$ cat src/rtl/evtarb_pkg.sv
package evtarb_pkg;

    // grant bit positions, lowest index = highest priority
    localparam int GRANT_N  = 8;
    localparam int G_TSTRAP = 0;
    localparam int G_SMI    = 1;
    localparam int G_INIT   = 2;
    localparam int G_DBG    = 3;
    localparam int G_NMI    = 4;
    localparam int G_LINT   = 5;
    localparam int G_INTR   = 6;
    localparam int G_HOLD   = 7;

    typedef logic [GRANT_N-1:0] grant_t;

    // event request set; smi lands in bit 0
    typedef struct packed {
        logic hold;
        logic intr;
        logic lint;
        logic nmi;
        logic init;
        logic smi;
    } evt_t;

    localparam int EVT_N = $bits(evt_t);

    // inhibit classes
    localparam int               INH_W    = 2;
    localparam logic [INH_W-1:0] INH_INTR = 2'b01;
    localparam logic [INH_W-1:0] INH_DBG  = 2'b10;

    localparam int NMI_VECTOR = 2;

    // a class is blocked only when every one of its bits was recorded
    function automatic logic class_hit(input logic [INH_W-1:0] rec,
                                       input logic [INH_W-1:0] cls);
        return (rec & cls) == cls;
    endfunction

    // keep only the lowest set request bit
    function automatic grant_t pick_first(input grant_t req);
        grant_t g;
        logic   found;
        g     = '0;
        found = 1'b0;
        for (int i = 0; i < GRANT_N; i++) begin
            if (req[i] && !found) begin
                g[i]  = 1'b1;
                found = 1'b1;
            end
        end
        return g;
    endfunction

endpackage

$ cat src/rtl/evtarb_inhibit.sv
module evtarb_inhibit
    import evtarb_pkg::*;
#(
    parameter int CNT_W = 32
) (
    input  logic             clk,
    input  logic             rst,
    input  logic             inh_req,
    input  logic [INH_W-1:0] inh_mask,
    input  logic [CNT_W-1:0] icount,
    output logic             intr_blk,
    output logic             dbg_blk
);

    logic [INH_W-1:0] mask_q;
    logic [CNT_W-1:0] limit_q;
    logic             in_window;

    always_ff @(posedge clk) begin
        if (rst) begin
            mask_q  <= '0;
            limit_q <= '0;
        end else if (inh_req) begin
            mask_q  <= inh_mask;
            limit_q <= icount + CNT_W'(1);
        end
    end

    assign in_window = (icount <= limit_q);
    assign intr_blk  = in_window && class_hit(mask_q, INH_INTR);
    assign dbg_blk   = in_window && class_hit(mask_q, INH_DBG);


    inh_record_chk: assert property (@(posedge clk) disable iff (rst)
        inh_req |=> (mask_q == $past(inh_mask)) && (limit_q == $past(icount) + CNT_W'(1)));

endmodule

$ cat src/rtl/evtarb_pending.sv
module evtarb_pending (
    input  logic clk,
    input  logic rst,
    input  logic smi_raise,
    input  logic init_raise,
    input  logic nmi_raise,
    input  logic nmi_unmask,
    input  logic take_smi,
    input  logic take_init,
    input  logic take_nmi,
    output logic smi_q,
    output logic init_q,
    output logic nmi_q,
    output logic nmi_blk_q
);

    always_ff @(posedge clk) begin
        if (rst) begin
            smi_q     <= 1'b0;
            init_q    <= 1'b0;
            nmi_q     <= 1'b0;
            nmi_blk_q <= 1'b0;
        end else begin
            smi_q     <= smi_raise  | (smi_q  & ~take_smi);
            init_q    <= init_raise | (init_q & ~take_init);
            nmi_q     <= nmi_raise  | (nmi_q  & ~take_nmi);
            nmi_blk_q <= take_nmi   | (nmi_blk_q & ~nmi_unmask);
        end
    end


    nmi_block_chk: assert property (@(posedge clk) disable iff (rst)
        take_nmi |=> nmi_blk_q);


    nmi_once_chk: assert property (@(posedge clk) disable iff (rst)
        take_nmi |-> !nmi_blk_q);


    nmi_consume_chk: assert property (@(posedge clk) disable iff (rst)
        (take_nmi && !nmi_raise) |=> !nmi_q);


    smi_consume_chk: assert property (@(posedge clk) disable iff (rst)
        (take_smi && !smi_raise) |=> !smi_q);


    init_consume_chk: assert property (@(posedge clk) disable iff (rst)
        (take_init && !init_raise) |=> !init_q);

endmodule

$ cat src/rtl/evtarb_dbgtrap.sv
module evtarb_dbgtrap #(
    parameter int DBG_W = 16
) (
    input  logic             clk,
    input  logic             rst,
    input  logic             boundary,
    input  logic             gif,
    input  logic             tf,
    input  logic             dbg_blk,
    input  logic [DBG_W-1:0] src,
    input  logic             take_clear,
    input  logic             take_hold,
    output logic             ts_hit,
    output logic             fire,
    output logic [DBG_W-1:0] trap_q
);

    localparam int TS_POS    = DBG_W - 1;
    localparam int SS_POS    = DBG_W - 2;
    localparam int FIELD_LSB = DBG_W - 4;
    localparam logic [DBG_W-1:0] SS_MASK = {{(DBG_W-1){1'b0}}, 1'b1} << SS_POS;

    logic [DBG_W-1:0] raw;
    logic [DBG_W-1:0] eff;
    logic [DBG_W-1:0] nxt;

    assign raw    = trap_q | (boundary ? src : '0);
    assign eff    = gif ? raw : (raw & SS_MASK);
    assign ts_hit = eff[TS_POS];
    assign fire   = !dbg_blk && (|eff[DBG_W-1:FIELD_LSB]);

    always_comb begin
        if (take_clear)
            nxt = '0;
        else if (take_hold || dbg_blk)
            nxt = eff;
        else
            nxt = '0;
        if (tf)
            nxt[SS_POS] = 1'b1;
    end

    always_ff @(posedge clk) begin
        if (rst)
            trap_q <= '0;
        else if (boundary)
            trap_q <= nxt;
    end


    ss_arm_chk: assert property (@(posedge clk) disable iff (rst)
        (boundary && tf) |=> trap_q[SS_POS]);


    gate_discard_chk: assert property (@(posedge clk) disable iff (rst)
        (boundary && !gif) |=> ((trap_q & ~SS_MASK) == '0));


    low_discard_chk: assert property (@(posedge clk) disable iff (rst)
        (boundary && !dbg_blk && !take_hold) |=> (trap_q[FIELD_LSB-1:0] == '0));

endmodule

$ cat src/rtl/evtarb_prio.sv
module evtarb_prio
    import evtarb_pkg::*;
(
    input  logic   clk,
    input  logic   rst,
    input  logic   boundary,
    input  logic   gif,
    input  logic   intr_blk,
    input  logic   ts_hit,
    input  logic   dbg_fire,
    input  evt_t   ready,
    output grant_t grant
);

    grant_t req;
    logic   ext_ok;

    assign ext_ok = gif && !intr_blk;

    always_comb begin
        req           = '0;
        req[G_TSTRAP] = ts_hit;
        req[G_SMI]    = ready.smi  && gif;
        req[G_INIT]   = ready.init && gif;
        req[G_DBG]    = dbg_fire;
        req[G_NMI]    = ready.nmi  && ext_ok;
        req[G_LINT]   = ready.lint && ext_ok;
        req[G_INTR]   = ready.intr && ext_ok;
        req[G_HOLD]   = ready.hold && ext_ok;
    end

    assign grant = boundary ? pick_first(req) : '0;


    grant_onehot_chk: assert property (@(posedge clk) disable iff (rst)
        $onehot0(grant));


    grant_boundary_chk: assert property (@(posedge clk) disable iff (rst)
        (grant != '0) |-> boundary);


    ext_blocked_chk: assert property (@(posedge clk) disable iff (rst)
        (intr_blk || !gif) |-> (grant[G_HOLD:G_NMI] == '0));


    sys_gate_chk: assert property (@(posedge clk) disable iff (rst)
        (grant[G_SMI] || grant[G_INIT]) |-> gif);

endmodule

$ cat src/rtl/evt_boundary_arb.sv
module evt_boundary_arb
    import evtarb_pkg::*;
#(
    parameter int CNT_W = 32,
    parameter int DBG_W = 16,
    parameter int VEC_W = 8
) (
    input  logic               clk,
    input  logic               rst,
    input  logic               boundary,
    input  logic [CNT_W-1:0]   icount,
    input  logic               smi_raise,
    input  logic               init_raise,
    input  logic               nmi_raise,
    input  logic               nmi_unmask,
    input  logic               lint_lvl,
    input  logic               intr_lvl,
    input  logic               hold_lvl,
    input  logic [EVT_N-1:0]   evt_mask,
    input  logic               gif,
    input  logic               tf,
    input  logic [DBG_W-1:0]   dbg_src,
    input  logic               inh_req,
    input  logic [INH_W-1:0]   inh_mask,
    input  logic [VEC_W-1:0]   iack_vec,
    output logic [GRANT_N-1:0] grant,
    output logic [VEC_W-1:0]   vec_out,
    output logic               async_pend
);

    logic             intr_blk, dbg_blk;
    logic             smi_q, init_q, nmi_q, nmi_blk_q;
    logic             ts_hit, dbg_fire;
    logic [DBG_W-1:0] trap_q;
    evt_t             raw_evt;
    logic [EVT_N-1:0] ready_v;
    evt_t             ready;
    grant_t           grant_w;

    evtarb_inhibit #(.CNT_W(CNT_W)) u_inhibit (
        .clk      (clk),
        .rst      (rst),
        .inh_req  (inh_req),
        .inh_mask (inh_mask),
        .icount   (icount),
        .intr_blk (intr_blk),
        .dbg_blk  (dbg_blk)
    );

    evtarb_pending u_pending (
        .clk        (clk),
        .rst        (rst),
        .smi_raise  (smi_raise),
        .init_raise (init_raise),
        .nmi_raise  (nmi_raise),
        .nmi_unmask (nmi_unmask),
        .take_smi   (grant_w[G_SMI]),
        .take_init  (grant_w[G_INIT]),
        .take_nmi   (grant_w[G_NMI]),
        .smi_q      (smi_q),
        .init_q     (init_q),
        .nmi_q      (nmi_q),
        .nmi_blk_q  (nmi_blk_q)
    );

    evtarb_dbgtrap #(.DBG_W(DBG_W)) u_dbgtrap (
        .clk        (clk),
        .rst        (rst),
        .boundary   (boundary),
        .gif        (gif),
        .tf         (tf),
        .dbg_blk    (dbg_blk),
        .src        (dbg_src),
        .take_clear (grant_w[G_TSTRAP] | grant_w[G_DBG]),
        .take_hold  (grant_w[G_SMI] | grant_w[G_INIT]),
        .ts_hit     (ts_hit),
        .fire       (dbg_fire),
        .trap_q     (trap_q)
    );

    always_comb begin
        raw_evt      = '0;
        raw_evt.smi  = smi_q;
        raw_evt.init = init_q;
        raw_evt.nmi  = nmi_q & ~nmi_blk_q;
        raw_evt.lint = lint_lvl;
        raw_evt.intr = intr_lvl;
        raw_evt.hold = hold_lvl;
    end

    assign ready_v = raw_evt & ~evt_mask;
    assign ready   = evt_t'(ready_v);

    evtarb_prio u_prio (
        .clk      (clk),
        .rst      (rst),
        .boundary (boundary),
        .gif      (gif),
        .intr_blk (intr_blk),
        .ts_hit   (ts_hit),
        .dbg_fire (dbg_fire),
        .ready    (ready),
        .grant    (grant_w)
    );

    assign grant = grant_w;

    always_comb begin
        if (grant_w[G_NMI])
            vec_out = VEC_W'(NMI_VECTOR);
        else if (grant_w[G_LINT] || grant_w[G_INTR])
            vec_out = iack_vec;
        else
            vec_out = '0;
    end

    assign async_pend = (gif && (|ready_v)) || (|trap_q) || hold_lvl;


    async_trap_chk: assert property (@(posedge clk) disable iff (rst)
        (boundary && tf) |=> async_pend);

endmodule

$ cat config.mk
export PLATFORM = sky130hd
export DESIGN_NAME = evt_boundary_arb
export DESIGN_NICKNAME = d
export VERILOG_FILES = /design/src/rtl/evtarb_pkg.sv /design/src/rtl/evtarb_inhibit.sv /design/src/rtl/evtarb_pending.sv /design/src/rtl/evtarb_dbgtrap.sv /design/src/rtl/evtarb_prio.sv /design/src/rtl/evt_boundary_arb.sv
export SDC_FILE = /design/constraint.sdc
export NUM_CORES = 1
export LEC_CHECK = 0
export BUFFER_PORTS_ARGS = -buffer_cell sky130_fd_sc_hd__buf_2
export CORE_ASPECT_RATIO = 1.25
export CORE_MARGIN = 10
export CORE_UTILIZATION = 33
export CTS_BUF_LIST = sky130_fd_sc_hd__clkbuf_16
export DETAILED_ROUTE_END_ITERATION = 7
export GPL_TIMING_DRIVEN = 0
export PLACE_DENSITY = 0.58
export SLEW_MARGIN = 30
export SYNTH_ARGS = -nofsm -noshare
export SYNTH_HDL_FRONTEND = slang
export SYNTH_HIERARCHICAL = 1
export SYNTH_SLANG_ARGS = --single-unit
$ cat constraint.sdc
create_clock -name clk -period 11.6 [get_ports clk]
set_input_delay 2.32 -clock clk [delete_from_list [all_inputs] [get_ports clk]]
set_output_delay 2.32 -clock clk [all_outputs]
set_load 0.01 [all_outputs]
==> impl_metrics.yaml <==
clock_network:
  cts_buffer_depth: 2
  numCtsBuffers: 5
  cts_root_buf: "clkbuf_16"
  post_cts_buffers: 0
  htreeDepth: 2
  path_clk_slew_ns: 0.07
  cts_tree: "done"
  ctsHoldBuffers: 0
  clock_sinks: 54
  clk_latency_ns: 0.29
  ctsResizeCount: 0
floorplanning:
  ioPinCount: 94
  dieWidth_um: 114
  initial_core_util_pct: 34.1
  die_area_mm2: 0.0156
  core_area_mm2: 0.0107
  row_count: 42
  die_h_um: 137
route:
  remaining_drc_errors: 0
  vias_per_cell: 5.23
  vias: 3544
  wirelength_mm: 10.2
  drt_first_pass_iters: 4
  post_drt_wl_per_cell_um: 15.1
  drtIter0Drc: 102
  ant_nets: 0
yosys:
  syn_area_per_cell_um2: 8.17
  netlist_area_mm2: 0.00364
  seq_area_frac_synth_pct: 29.7
  ys_ff_latch: 54
  yosysWarnings: 6
  synth_fp_nets: 555
  synthArstFlopShare_pct: 0
  synth_cells: 445
  synth_ff_type: "dfxtp_1"
  yosysUniqueCellTypes: 53
  synth_edf_count: 0
global_routing:
  grt_pass1_wl_mm: 16.7
  grt_pass1_vias: 3602
  grt_usage_pct: 12.8
  gr-total-overflow: 0
  grt_start_max_net_pins: 19
  grt_antenna_before_repair: 1
worst_hold_path:
  hold-path-endpoint: "u_pending/init_q$_SDFF_PP0_"
  hold_path.startpoint: "u_pending/init_q$_SDFF_PP0_"
  hold_path_depth: 2
  min_path_type: "reg2reg"
worst_setup_path:
  crit_path_end_kind: "primary output"
  r2r_slack_ns: 8.32
  slowest_delay_ns: 0.60
  path_max_fanout: 7
  r2r-start: "u_inhibit/limit_q[15]$_SDFFE_PP0P_"
  critical_path_class: "in2out"
  cp.arrival_ns: 5.67
  crit_chain: "buf_2 -> ha_1 -> nand4_1 -> nor4_1 -> nor2b_1 -> o31a_1 -> nor3b_1 -> a21oi_1 -> or4b_1 -> nor4_2 -> nor2_1 -> nor2_1 -> and2_1 -> buf_2"
  startpoint_type: "input port"
  cp_slowest_cell: "or4b_1"
  crit_required_ns: 9.28
  rr_worst_depth: 14
  reg2reg_to: "u_dbgtrap/trap_q[0]$_SDFFE_PP0P_"
sta:
  fin_tns_setup_ns: 0
  finClkSkew_ns: 0.00769
  slew_viol_final: 0
  tightest_slew_ns: 0.640
  max_freq_mhz: 125
  setup_viol: 0
  rsz0062_at_grt: "false"
  fin_crit_ns: 7.99
  fin_hold_ws_ns: 0.475
  hold_viol: 0
  finalCritPeriodShare_pct: 68.8
  timing.slew.headroom_pct: 57.0
layout:
  area_growth_pct: 21.5
  final_area_mm2: 0.00442
  final_common_cell: "buf_2"
  nets: 654
  antenna_cells: 0
  final_cell_mix: "buf_2, dfxtp_1, inv_1"
  drive_above_1_share_pct: 22.9
pwr:
  p_int_uw: 323
  power.density_mw_per_mm2: 103
  p_sw_uw: 134
  peakVddDrop_mv: 0.0529
  p_leak_uw: 0.00183
  p_seq_share_pct: 44.4
  pwr-share-comb_pct: 21.8
  pwr-share-clk_pct: 33.8
  swShare_pct: 29.3
flow_run:
  drv_cap: 0
status:
  status: "completed"
place:
  routabilityCongestion: 0.826
  place_area_mm2: 0.00426
  place.port_buffers: 92
  dp_hpwl_mm: 8.31
[flip-flops by register name (all words and copies together) (netlist names)]
| register | flops |
|---|---|
| u_dbgtrap/trap_q | 16 |
| u_inhibit/limit_q | 32 |
| u_inhibit/mask_q | 2 |
| u_pending/init_q | 1 |
| u_pending/nmi_blk_q | 1 |
| u_pending/nmi_q | 1 |
| u_pending/smi_q | 1 |
[worst max path at each step]
stage               startpoint         end  slack (ns)  cells past startpoint
finish              icount[15]  vec_out[0]        3.61                     14
global route        icount[13]  vec_out[3]        3.23                     14
CTS                 icount[13]  vec_out[0]        3.59                     14
detailed placement  icount[15]  vec_out[0]        3.62                     14
global placement    icount[15]  vec_out[4]        3.64                     14
floorplan           icount[23]  vec_out[0]        4.17                     12
[area by class of cell]
cell class	count	area (um2)
Buffer	20	109
Clock buffer	5	125
Clock inverter	3	25.0
Fill cell	1138	6250
Inverter	45	169
Multi-Input combinational cell	326	2280
Sequential cell	54	1080
Tap cell	132	165
Timing Repair Buffer	92	460
[worst max-delay path, delay by kind of cell]
kind            cells  cell delay, ns
buf+inv             2            0.25
compound gates      2            0.26
fa+ha+maj           1            0.31
simple gates        9            2.51
[layer usage]
layer | track usage [%] | wire, um
met3 | 4.74 | 804
met5 | 0 | 0
met4 | 1.95 | 61
met1 | 14.0 | 4240
met2 | 23.4 | 5130
[synth_stat cells, types with 3 or more instances]
cell type  number  area (um2)
a211oi_1       28         210
a21o_1          4        30.0
a21oi_1        33         165
a311oi_1        4        35.0
and2_1         10        62.6
and3_1          4        25.0
buf_6           4        45.0
clkbuf_1       12        45.0
dfxtp_1        54        1080
ha_1           33         413
inv_1          45         169
mux2i_1         3        30.0
nand2_1        15        56.3
nand2b_1        5        31.3
nand3_1        11        55.1
nand4_1        15        93.8
nor2_1         41         154
nor2b_1         7        43.8
nor3_1         23         115
nor3b_1         3        22.5
nor4_1         11        68.8
nor4_2          6        75.1
o21ai_0         9        45.0
or3_1           5        31.3
xnor2_1        21         184
xor2_1          5        43.8
[kinds of logic after synthesis]
| family | after synthesis | synth area share, % |
|---|---|---|
| AOI/OAI and AO/OA | 94 | 17.3 |
| xor gates and xnor gates | 26 | 6.26 |
| adders and majority gates | 33 | 11.4 |
| buffers and inverters | 65 | 7.64 |
| DFF | 54 | 29.7 |
| muxes | 3 | 0.826 |
| and+or+nand+nor | 170 | 26.8 |
[power by group through the flow]
stage / Clock [uW] / Combinational [uW] / Sequential (uW)
3_5_place_dp: 0 / 99.5 / 207
5_1_grt: 167 / 114 / 204
3_3_place_gp: 0 / 97.6 / 206
6_report: 154 / 99.6 / 202
2_1_floorplan: 0 / 62.9 / 205
4_1_cts: 159 / 100 / 202
[metrics by stage]
step	total power [uW]	worst slack (ns)	instances	utilization, %
global route	485	3.23	677	41.4
CTS	462	3.59	677	41.4
global placement	304	3.64	669	39.9
floorplan	268	4.17	445	-
detailed placement	306	3.62	669	39.9
finish	456	3.61	677	41.4
Note: power is estimated with default switching activity, not from simulation.
